File: config.mk
export PLATFORM = sky130hd
export DESIGN_NAME = wdk_top
export DESIGN_NICKNAME = d
export VERILOG_FILES = /design/src/rtl/wdk_pkg.sv /design/src/rtl/wdk_decode.sv /design/src/rtl/wdk_ctrl.sv /design/src/rtl/wdk_counter.sv /design/src/rtl/wdk_irq.sv /design/src/rtl/wdk_top.sv
export SDC_FILE = /design/constraint.sdc
export NUM_CORES = 1
export LEC_CHECK = 0
export BUFFER_PORTS_ARGS = -buffer_cell sky130_fd_sc_hd__buf_4
export CAP_MARGIN = 40
export CORE_ASPECT_RATIO = 1.75
export CORE_MARGIN = 2
export CORE_UTILIZATION = 50
export CTS_BUF_LIST = sky130_fd_sc_hd__clkbuf_4
export CTS_CLUSTER_DIAMETER = 50
export CTS_CLUSTER_SIZE = 12
export DETAILED_ROUTE_END_ITERATION = 7
export PLACE_DENSITY = 0.72
export SLEW_MARGIN = 25
export SYNTH_ARGS = -nofsm -noshare
export SYNTH_HDL_FRONTEND = slang
export SYNTH_SLANG_ARGS = --single-unit
File: constraint.sdc
create_clock -name clk -period 2.4 [get_ports clk]
set_input_delay 0.12 -clock clk [delete_from_list [all_inputs] [get_ports clk]]
set_output_delay 0.12 -clock clk [all_outputs]
set_load 0.02 [all_outputs]
File: src/rtl/wdk_pkg.sv
package wdk_pkg;
  localparam int CNT_W = 15;
  localparam int DATA_W = 16;

  localparam logic [7:0] OFS_FEED   = 8'h00;
  localparam logic [7:0] OFS_TMO    = 8'h04;
  localparam logic [7:0] OFS_DIS1   = 8'h08;
  localparam logic [7:0] OFS_DIS2   = 8'h0C;
  localparam logic [7:0] OFS_STAT   = 8'h10;
  localparam logic [7:0] OFS_CNT    = 8'h14;
  localparam logic [7:0] OFS_DBG    = 8'h18;
  localparam logic [7:0] OFS_RESUME = 8'h1C;
  localparam logic [7:0] OFS_EVT    = 8'h20;
  localparam logic [7:0] OFS_MASK   = 8'h24;
  localparam logic [7:0] OFS_FORCE  = 8'h28;

  localparam logic [DATA_W-1:0] KEY_FEED    = 16'hFEED;
  localparam logic [DATA_W-1:0] KEY_ARM     = 16'h2BAD;
  localparam logic [DATA_W-1:0] KEY_OFF     = 16'hCAFE;
  localparam logic [DATA_W-1:0] KEY_RESUME  = 16'hACED;
  localparam logic [DATA_W-1:0] KEY_CLEAR   = 16'hE8B4;
  localparam logic [DATA_W-1:0] CODE_OFF    = 16'hDABE;
  localparam logic [DATA_W-1:0] CODE_EXPIRED = 16'hCFE8;

  typedef struct packed {
    logic feed;
    logic tmo_wr;
    logic arm_wr;
    logic arm_key;
    logic off_wr;
    logic off_key;
    logic resume_key;
    logic clear_key;
    logic dbg_wr;
    logic ack;
    logic mask_wr;
    logic force_wr;
  } wdk_cmd_t;
endpackage

File: src/rtl/wdk_decode.sv
module wdk_decode
  import wdk_pkg::*;
#(
  parameter int ADDR_W = 6
) (
  input  logic              bus_sel,
  input  logic              bus_wr,
  input  logic [ADDR_W-1:0] bus_addr,
  input  logic [DATA_W-1:0] bus_wdata,
  output wdk_cmd_t          cmd
);
  logic wen;

  always_comb begin
    wen            = bus_sel && bus_wr;
    cmd.feed       = wen && (bus_addr == ADDR_W'(OFS_FEED)) && (bus_wdata == KEY_FEED);
    cmd.tmo_wr     = wen && (bus_addr == ADDR_W'(OFS_TMO));
    cmd.arm_wr     = wen && (bus_addr == ADDR_W'(OFS_DIS1));
    cmd.arm_key    = (bus_wdata == KEY_ARM);
    cmd.off_wr     = wen && (bus_addr == ADDR_W'(OFS_DIS2));
    cmd.off_key    = (bus_wdata == KEY_OFF);
    cmd.resume_key = wen && (bus_addr == ADDR_W'(OFS_RESUME)) && (bus_wdata == KEY_RESUME);
    cmd.clear_key  = wen && (bus_addr == ADDR_W'(OFS_STAT)) && (bus_wdata == KEY_CLEAR);
    cmd.dbg_wr     = wen && (bus_addr == ADDR_W'(OFS_DBG));
    cmd.ack        = wen && (bus_addr == ADDR_W'(OFS_EVT)) && bus_wdata[0];
    cmd.mask_wr    = wen && (bus_addr == ADDR_W'(OFS_MASK));
    cmd.force_wr   = wen && (bus_addr == ADDR_W'(OFS_FORCE));
  end
endmodule

File: src/rtl/wdk_ctrl.sv
module wdk_ctrl
  import wdk_pkg::*;
#(
  parameter int DEF_TMO = 6000
) (
  input  logic             clk,
  input  logic             rst_n,
  input  wdk_cmd_t         cmd,
  input  logic [CNT_W-1:0] tmo_data,
  input  logic             wbit0,
  input  logic             expire,
  output logic             enabled,
  output logic             armed,
  output logic             timed_out,
  output logic             dbg_run,
  output logic [CNT_W-1:0] tmo
);
  logic en_d, arm_d, to_d;

  always_comb begin
    en_d = enabled;
    if (cmd.off_wr && armed && cmd.off_key) en_d = 1'b0;
    else if (cmd.resume_key)                en_d = 1'b1;

    arm_d = armed;
    if (cmd.arm_wr)      arm_d = cmd.arm_key;
    else if (cmd.off_wr) arm_d = 1'b0;

    to_d = timed_out;
    if (expire)             to_d = 1'b1;
    else if (cmd.clear_key) to_d = 1'b0;
  end

  always_ff @(posedge clk or negedge rst_n) begin
    if (!rst_n) begin
      enabled   <= 1'b1;
      armed     <= 1'b0;
      timed_out <= 1'b0;
      dbg_run   <= 1'b0;
      tmo       <= CNT_W'(DEF_TMO);
    end else begin
      enabled   <= en_d;
      armed     <= arm_d;
      timed_out <= to_d;
      if (cmd.dbg_wr) dbg_run <= wbit0;
      if (cmd.tmo_wr) tmo     <= tmo_data;
    end
  end
endmodule

File: src/rtl/wdk_counter.sv
module wdk_counter
  import wdk_pkg::*;
#(
  parameter int DEF_TMO = 6000
) (
  input  logic             clk,
  input  logic             rst_n,
  input  logic             tick,
  input  logic             debug_mode,
  input  logic             enabled,
  input  logic             dbg_run,
  input  logic             sw_reload,
  input  logic [CNT_W-1:0] tmo,
  output logic [CNT_W-1:0] count,
  output logic             changing,
  output logic             expire,
  output logic             warn,
  output logic             wd_reset
);
  localparam logic [CNT_W-1:0] ONE = CNT_W'(1);
  localparam logic [CNT_W-1:0] TWO = CNT_W'(2);

  logic             tick_ok;
  logic [CNT_W-1:0] cnt_d;

  always_comb begin
    tick_ok  = tick && enabled && (!debug_mode || dbg_run);
    changing = tick_ok || sw_reload;
    expire   = tick_ok && !sw_reload && (count <= ONE);
    warn     = tick_ok && !sw_reload && (count == TWO);
    if (sw_reload || expire) cnt_d = tmo;
    else                     cnt_d = count - ONE;
  end

  always_ff @(posedge clk or negedge rst_n) begin
    if (!rst_n) begin
      count    <= CNT_W'(DEF_TMO);
      wd_reset <= 1'b0;
    end else begin
      if (changing) count <= cnt_d;
      wd_reset <= expire;
    end
  end
endmodule

File: src/rtl/wdk_irq.sv
module wdk_irq
  import wdk_pkg::*;
(
  input  logic     clk,
  input  logic     rst_n,
  input  logic     warn,
  input  wdk_cmd_t cmd,
  input  logic     wbit0,
  output logic     evt,
  output logic     msk,
  output logic     frc,
  output logic     irq
);
  logic evt_d;

  always_comb begin
    evt_d = evt;
    if (warn)         evt_d = 1'b1;
    else if (cmd.ack) evt_d = 1'b0;
    irq = (evt | frc) & msk;
  end

  always_ff @(posedge clk or negedge rst_n) begin
    if (!rst_n) begin
      evt <= 1'b0;
      msk <= 1'b0;
      frc <= 1'b0;
    end else begin
      evt <= evt_d;
      if (cmd.mask_wr)  msk <= wbit0;
      if (cmd.force_wr) frc <= wbit0;
    end
  end
endmodule

File: src/rtl/wdk_top.sv
module wdk_top
  import wdk_pkg::*;
#(
  parameter int ADDR_W  = 6,
  parameter int DEF_TMO = 6000
) (
  input  logic              clk,
  input  logic              rst_n,
  input  logic              tick,
  input  logic              debug_mode,
  input  logic              bus_sel,
  input  logic              bus_wr,
  input  logic [ADDR_W-1:0] bus_addr,
  input  logic [15:0]       bus_wdata,
  output logic [15:0]       bus_rdata,
  output logic              irq,
  output logic              wd_reset
);
  wdk_cmd_t         cmd;
  logic             enabled, armed, timed_out, dbg_run;
  logic [CNT_W-1:0] tmo, count;
  logic             changing, expire, warn, sw_reload;
  logic             evt, msk, frc;

  wdk_decode #(.ADDR_W(ADDR_W)) i_decode (
    .bus_sel(bus_sel), .bus_wr(bus_wr), .bus_addr(bus_addr),
    .bus_wdata(bus_wdata), .cmd(cmd)
  );

  wdk_ctrl #(.DEF_TMO(DEF_TMO)) i_ctrl (
    .clk(clk), .rst_n(rst_n), .cmd(cmd), .tmo_data(bus_wdata[CNT_W-1:0]),
    .wbit0(bus_wdata[0]), .expire(expire), .enabled(enabled), .armed(armed),
    .timed_out(timed_out), .dbg_run(dbg_run), .tmo(tmo)
  );

  assign sw_reload = cmd.feed | (cmd.resume_key & ~enabled);

  wdk_counter #(.DEF_TMO(DEF_TMO)) i_counter (
    .clk(clk), .rst_n(rst_n), .tick(tick), .debug_mode(debug_mode),
    .enabled(enabled), .dbg_run(dbg_run), .sw_reload(sw_reload), .tmo(tmo),
    .count(count), .changing(changing), .expire(expire), .warn(warn),
    .wd_reset(wd_reset)
  );

  wdk_irq i_irq (
    .clk(clk), .rst_n(rst_n), .warn(warn), .cmd(cmd), .wbit0(bus_wdata[0]),
    .evt(evt), .msk(msk), .frc(frc), .irq(irq)
  );

  always_comb begin
    bus_rdata = '0;
    if (bus_addr == ADDR_W'(OFS_TMO))        bus_rdata = {1'b0, tmo};
    else if (bus_addr == ADDR_W'(OFS_DIS2))  bus_rdata = enabled ? 16'h0000 : CODE_OFF;
    else if (bus_addr == ADDR_W'(OFS_STAT))  bus_rdata = timed_out ? CODE_EXPIRED : 16'h0000;
    else if (bus_addr == ADDR_W'(OFS_CNT))   bus_rdata = {changing, count};
    else if (bus_addr == ADDR_W'(OFS_DBG))   bus_rdata = {14'd0, debug_mode, dbg_run};
    else if (bus_addr == ADDR_W'(OFS_EVT))   bus_rdata = {15'd0, evt};
    else if (bus_addr == ADDR_W'(OFS_MASK))  bus_rdata = {15'd0, msk};
    else if (bus_addr == ADDR_W'(OFS_FORCE)) bus_rdata = {15'd0, frc};
  end
endmodule

==> impl_metrics.yaml, run 1 <==
outcome:
  outcome: "finished, violations left"
  violations: "DRC"
synthesis:
  netlist.area_leader.share_pct: 22.07
  async_flop_share_pct: 100.0
  avgSynthCellArea_sq_um: 9.346
  synth-edff-count: 0
  synth-main-ff-cell: "dfrtp_1"
  yosysWarnings: 0
  yosysTopAreaCell: "dfrtp_1"
  synth_nets: 310
  ys_types: 58
  yosys-top-cells-area: "dfrtp_1 22%, dfstp_2 15%, mux2_2 8.6%"
  ys_seq_area_share_pct: 37.19
  ys_ff_latch: 38
  synth_commonest_cells: "29 x nand2_1, 23 x dfrtp_1, 22 x nor2_1"
  synth_area_sq_um: 2608
  synthMostInstantiatedCell: "nand2_1"
  synthCells: 279
cells_and_area:
  layout-drive-gt1-share_pct: 33.73
  utilization_pct: 63.19
  syn_to_final_growth_pct: 21.64
  stdcell_area_sq_um: 3172
  num-nets-final: 365
global_routing:
  grt_remaining_overflow: 0
  track_usage_pct: 28.03
  grt_pass1_vias: 2491
  grt_max_degree: 39
  grt_pass1_wl_mm: 12.29
  grt_antenna_before_repair: 1
timing:
  clock_skew_ps: 21.06
  fin_tns_setup_ps: 0
  setup_violations: 0
  finalHoldViolCount: 0
  rsz0062_at_grt: "false"
  fmax_mhz: 470.1
  slew_violations: 0
  max_slew.worst_pin.slew_ps: 578.4
  slew_headroom_pct: 61.15
  layout_min_cycle_time_ps: 2127
  period_share_pct: 88.64
detailed_routing:
  wl_per_cell_um: 19.39
  drc: 1
  wl_mm: 7.561
  drt_iter0_markers: 109
  vias: 2475
  ant_nets: 0
  via_per_inst: 6.346
  first_pass_iters: 6
power:
  p_int_w: 0.001073
  power_switching_w: 0.0003177
  clkPwrFrac_pct: 38.6
  powerDensity_nw_per_um2: 438.6
  irDropWorstVdd_uv: 396.7
  swShare_pct: 22.84
  finalPower_w: 0.001391
  leakagePower_nw: 1.486
  pwr-share-seq_pct: 50.1
  power_frac_comb_pct: 11.3
clock_tree:
  cts_buffers: 5
  clockRootBuffer: "clkbuf_4"
  clockBufferDepth: 2
  cts-htree-levels: 2
  cts.clk_slew.worst_paths_ps: 120
  cts_tree: "yes"
  clock-sinks: 38
  clock_latency_ps: 350
floorplan:
  start_util_pct: 51.94
  core_sq_um: 5020
  die_h_um: 99.53
  std_cell_rows: 34
  die_area_sq_um: 5831
  num_io_pins: 46
  die_w_um: 58.59
critical_path:
  cp_max_fo: 10
  arrival_ps: 2010
  criticalPathCategory: "reg -> out"
  start_kind: "register"
  critPathRequiredTime_ps: 2280
  end_kind: "output port"
place:
  port_buffers: 45
  hpwl_mm: 5.976
  place.gp.congestion: 0.9188
  post_dp_cell_area_sq_um: 3040
worst_hold_path:
  hold_path.class: "in -> reg"
job:
  cap_violations: 0
registers in the layout, summed over array words and instances (netlist names):
register and cells:
i_counter.count 15, i_ctrl.tmo 15, i_counter.wd_reset 1, i_ctrl.armed 1
i_ctrl.dbg_run 1, i_ctrl.enabled 1, i_ctrl.timed_out 1, i_irq.evt 1
i_irq.frc 1, i_irq.msk 1
kinds of logic (layout without fill, tap and decap cells):
logic type	Yosys count	in the layout	share of synthesized area [%]
mux	23	23	10.17
other cells	0	1	0
compound gates	67	67	18.38
fa+ha+maj	3	3	1.440
xor+xnor	1	1	0.3360
flops	38	38	37.19
simple gates	128	128	28.50
buf+inv	19	75	3.983
cell type report:
cell class                      count  area [sq um]
Fill cell                         461          1848
Multi-Input combinational cell    222          1541
Sequential cell                    38         969.7
Timing Repair Buffer               62         470.5
Tap cell                           54         67.56
Clock inverter                      3         63.81
Clock buffer                        5         37.54
Inverter                            5         18.77
Antenna cell                        1         2.502
per-stage QoR:
stage | hold WS (ps) | std cells | setup slack [ps]
2_1_floorplan | -175.6 | 279 | 220.9
3_3_place_gp | 108.5 | 379 | 338.8
3_5_place_dp | 109.7 | 379 | 320.1
4_1_cts | 3.567 | 388 | 198.5
5_1_grt | 0.4075 | 390 | 130.7
6_report | 10.53 | 390 | 272.7
metal layers:
metal	global-route usage, %	part of all wire [%]	up-vias
met1	32.00	37	1188
li1	-	-	1172
met5	0	0	-
met3	3.511	4.6	26
met2	49.01	53	89
met4	15.38	4.6	0
worst max-delay path, stage by stage (launching register included):
cell	delay (ps)
dfstp_2	630
and2_1	190
nand2_1	100
buf_4	190
nand2_1	80
nor3_1	50
o41ai_2	230
buf_4	200
final timing paths:
check                      cells past startpoint               start  slack (ps)             endpoint
setup / recovery                               7      i_ctrl.enabled         270        bus_rdata[15]
hold / removal                                 2        bus_wdata[5]          10        i_ctrl.tmo[5]
setup reg to reg                               7  i_counter.count[1]         280  i_counter.count[13]
hold reg to reg                                2        i_ctrl.armed         500         i_ctrl.armed
max in group asynchronous                      2               rst_n        1750   i_counter.count[9]
min in group asynchronous                      2               rst_n         260       i_ctrl.tmo[14]
layout by cell type (no fill, tap or decap), types with 2 or more instances in the layout:
cell,n
o31ai_1,4
nor4_1,4
or3_1,4
nand2b_1,5
or4_1,2
o21ai_0,12
clkbuf_4,5
o221ai_1,3
nand2_1,29
dfstp_2,15
and4_1,6
a21oi_1,9
a22o_1,10
nor3_1,13
and2_1,4
nand3_1,8
dfrtp_1,23
a21o_1,5
nor2_1,22
ha_1,3
nand3b_1,4
a2bb2oi_1,7
mux2_2,20
a22oi_1,3
nor2b_1,2
a31oi_1,2
bufinv_16,2
o22ai_1,2
buf_4,60
o21a_1,2
and3_1,3
nand4_1,7
inv_1,5
dlygate4sd3_1,2
nor4b_1,2
mux2_4,2
power by group through the flow:
| stage | Combinational (W) | Sequential (W) | Clock [W] |
|---|---|---|---|
| after detailed placement | 0.000154 | 0.000708 | 0 |
| after floorplan | 0.0000740 | 0.000697 | 0 |
| after global routing | 0.000171 | 0.000700 | 0.000576 |
| after global placement | 0.000151 | 0.000707 | 0 |
| final | 0.000157 | 0.000698 | 0.000537 |
| after CTS | 0.000155 | 0.000697 | 0.000544 |
what timing repair did:
item                                   in CTS  in global routing
hold buffers                                1                  1
gates resized for setup                     0                  1
setup buffers                               0                  0
endpoints found under the hold margin      23                  1
setup endpoints to repair                   0                  1
Power figures use the tool's default switching activity.
==> run 2, diff against run 1 <==
- RECOVER_POWER: unset -> 50
==> impl_metrics.yaml, run 2 (same netlist as run 1, synthesis figures left out) <==
timing:
  finalHoldViolCount: 0
  rsz0062_at_grt: "false"
  clock_skew_ps: 20.65
  fmax_mhz: 466.3
  slew_headroom_pct: 38.74
  layout_min_cycle_time_ps: 2145
  max_slew.worst_pin.slew_ps: 918.9
  fin_tns_setup_ps: 0
  setup_violations: 0
  slew_violations: 0
  period_share_pct: 89.36
detailed_routing:
  via_per_inst: 6.269
  drt_iter0_markers: 96
  drc: 1
  vias: 2445
  first_pass_iters: 6
  ant_nets: 0
  wl_mm: 7.629
  wl_per_cell_um: 19.56
critical_path:
  arrival_ps: 2020
  crit_start: "i_ctrl.enabled"
  critPathRequiredTime_ps: 2280
  end_kind: "output port"
  start_kind: "register"
  criticalPathCategory: "reg -> out"
  cp_max_fo: 10
  worstRegToRegCells: 7
  r2r_start: "i_counter.count[1]"
power:
  irDropWorstVdd_uv: 396.5
  finalPower_w: 0.001389
  leakagePower_nw: 1.472
  powerDensity_nw_per_um2: 440.3
cells_and_area:
  num-nets-final: 365
  layout-drive-gt1-share_pct: 32.54
  top_regs: "i_counter.count: 15 flops, i_ctrl.tmo: 15 flops"
  syn_to_final_growth_pct: 20.97
  final_common_cell: "buf_4"
  layout_common_cells: "55 x buf_4, 29 x nand2_1, 23 x dfrtp_1, 22 x nor2_1, 20 x mux2_2"
clock_tree:
  clock-sinks: 38
  cts_tree: "yes"
  cts_buffers: 5
  cts-htree-levels: 2
  cts.clk_slew.worst_paths_ps: 120
  clockRootBuffer: "clkbuf_4"
  clock_latency_ps: 350
  clockBufferDepth: 2
floorplan:
  std_cell_rows: 34
  die_w_um: 58.59
  die_h_um: 99.53
  core_sq_um: 5020
  start_util_pct: 51.94
  die_area_sq_um: 5831
  num_io_pins: 46
job:
  cap_violations: 0
global_routing:
  grt_antenna_before_repair: 1
  track_usage_pct: 28.03
  grt_pass1_wl_mm: 12.29
  grt_max_degree: 39
  grt_pass1_vias: 2491
  grt_remaining_overflow: 0
place:
  place.gp.congestion: 0.9188
  port_buffers: 45
  hpwl_mm: 5.976
worst_hold_path:
  hold_path.class: "in -> reg"
  min_from: "bus_wdata[5]"
  hold_path_depth: 2
outcome:
  violations: "DRC"
  outcome: "finished, violations left"
==> run 2: cell count changes in the layout (fill, tap and decap cells not counted), sizes merged <==
| cell | before | now |
|---|---|---|
| buf | 60 | 55 |
| clkbuf | 5 | 10 |
==> run 2: cell type report <==
class	count	area [sq um]
fillers	466	1866
clock inverters	3	63.81
diodes	1	2.502
clock buffers	5	37.54
multi-input cells	222	1541
repair buffers	62	452.9
inverters	5	18.77
flip-flops and latches	38	969.7
well taps	54	67.56
==> run 2: through the flow <==
step | worst slack [ps] | instances | util, % | area (sq um) | hold WS (ps)
floorplan | 220.9 | 279 | - | 2608 | -175.6
global placement | 338.8 | 379 | 60.57 | 3040 | 108.5
detailed placement | 320.1 | 379 | 60.57 | 3040 | 109.7
CTS | 198.5 | 388 | 62.79 | 3152 | 3.567
global route | 124.3 | 390 | 62.84 | 3154 | 0.5368
finish | 255.4 | 390 | 62.84 | 3154 | 9.382
==> run 2: where the power goes <==
| part | switching, W | total [W] | internal (W) |
|---|---|---|---|
| clock | 0.000216 | 0.000537 | 0.000321 |
| sequential | 0.0000239 | 0.000697 | 0.000674 |
| combinational | 0.0000778 | 0.000155 | 0.0000768 |
==> run 2: layer usage <==
metal  vias to the layer above  routed length, um  GRT usage, %
met3                        22                308         3.511
met5                         -                  0             0
met2                        81               4085         49.01
met1                      1173               2927         32.00
met4                         0                307         15.38
li1                       1169                  -             -
==> run 2: critical path, stage by stage (launching register included) <==
cell	delay (ps)
dfstp_2	640
and2_1	190
nand2_1	100
buf_4	190
nand2_1	80
nor3_1	50
o41ai_2	230
buf_4	200
==> run 2: worst paths after layout <==
kind	slack [ps]	end
setup reg to reg	290	i_counter.count[13]
setup / recovery	260	bus_rdata[15]
min in group asynchronous	440	i_counter.count[3]
hold / removal	9	i_ctrl.tmo[5]
hold reg to reg	500	i_ctrl.armed
max in group asynchronous	1380	i_counter.count[13]
==> run 2: repair_timing <==
action / 4_1_cts / 5_1_grt
hold buffers: 1 / 1
hold endpoints to repair: 23 / 1
buffers inserted: 0 / 0
endpoints found under the setup margin: 0 / 1
resized for setup: 0 / 1
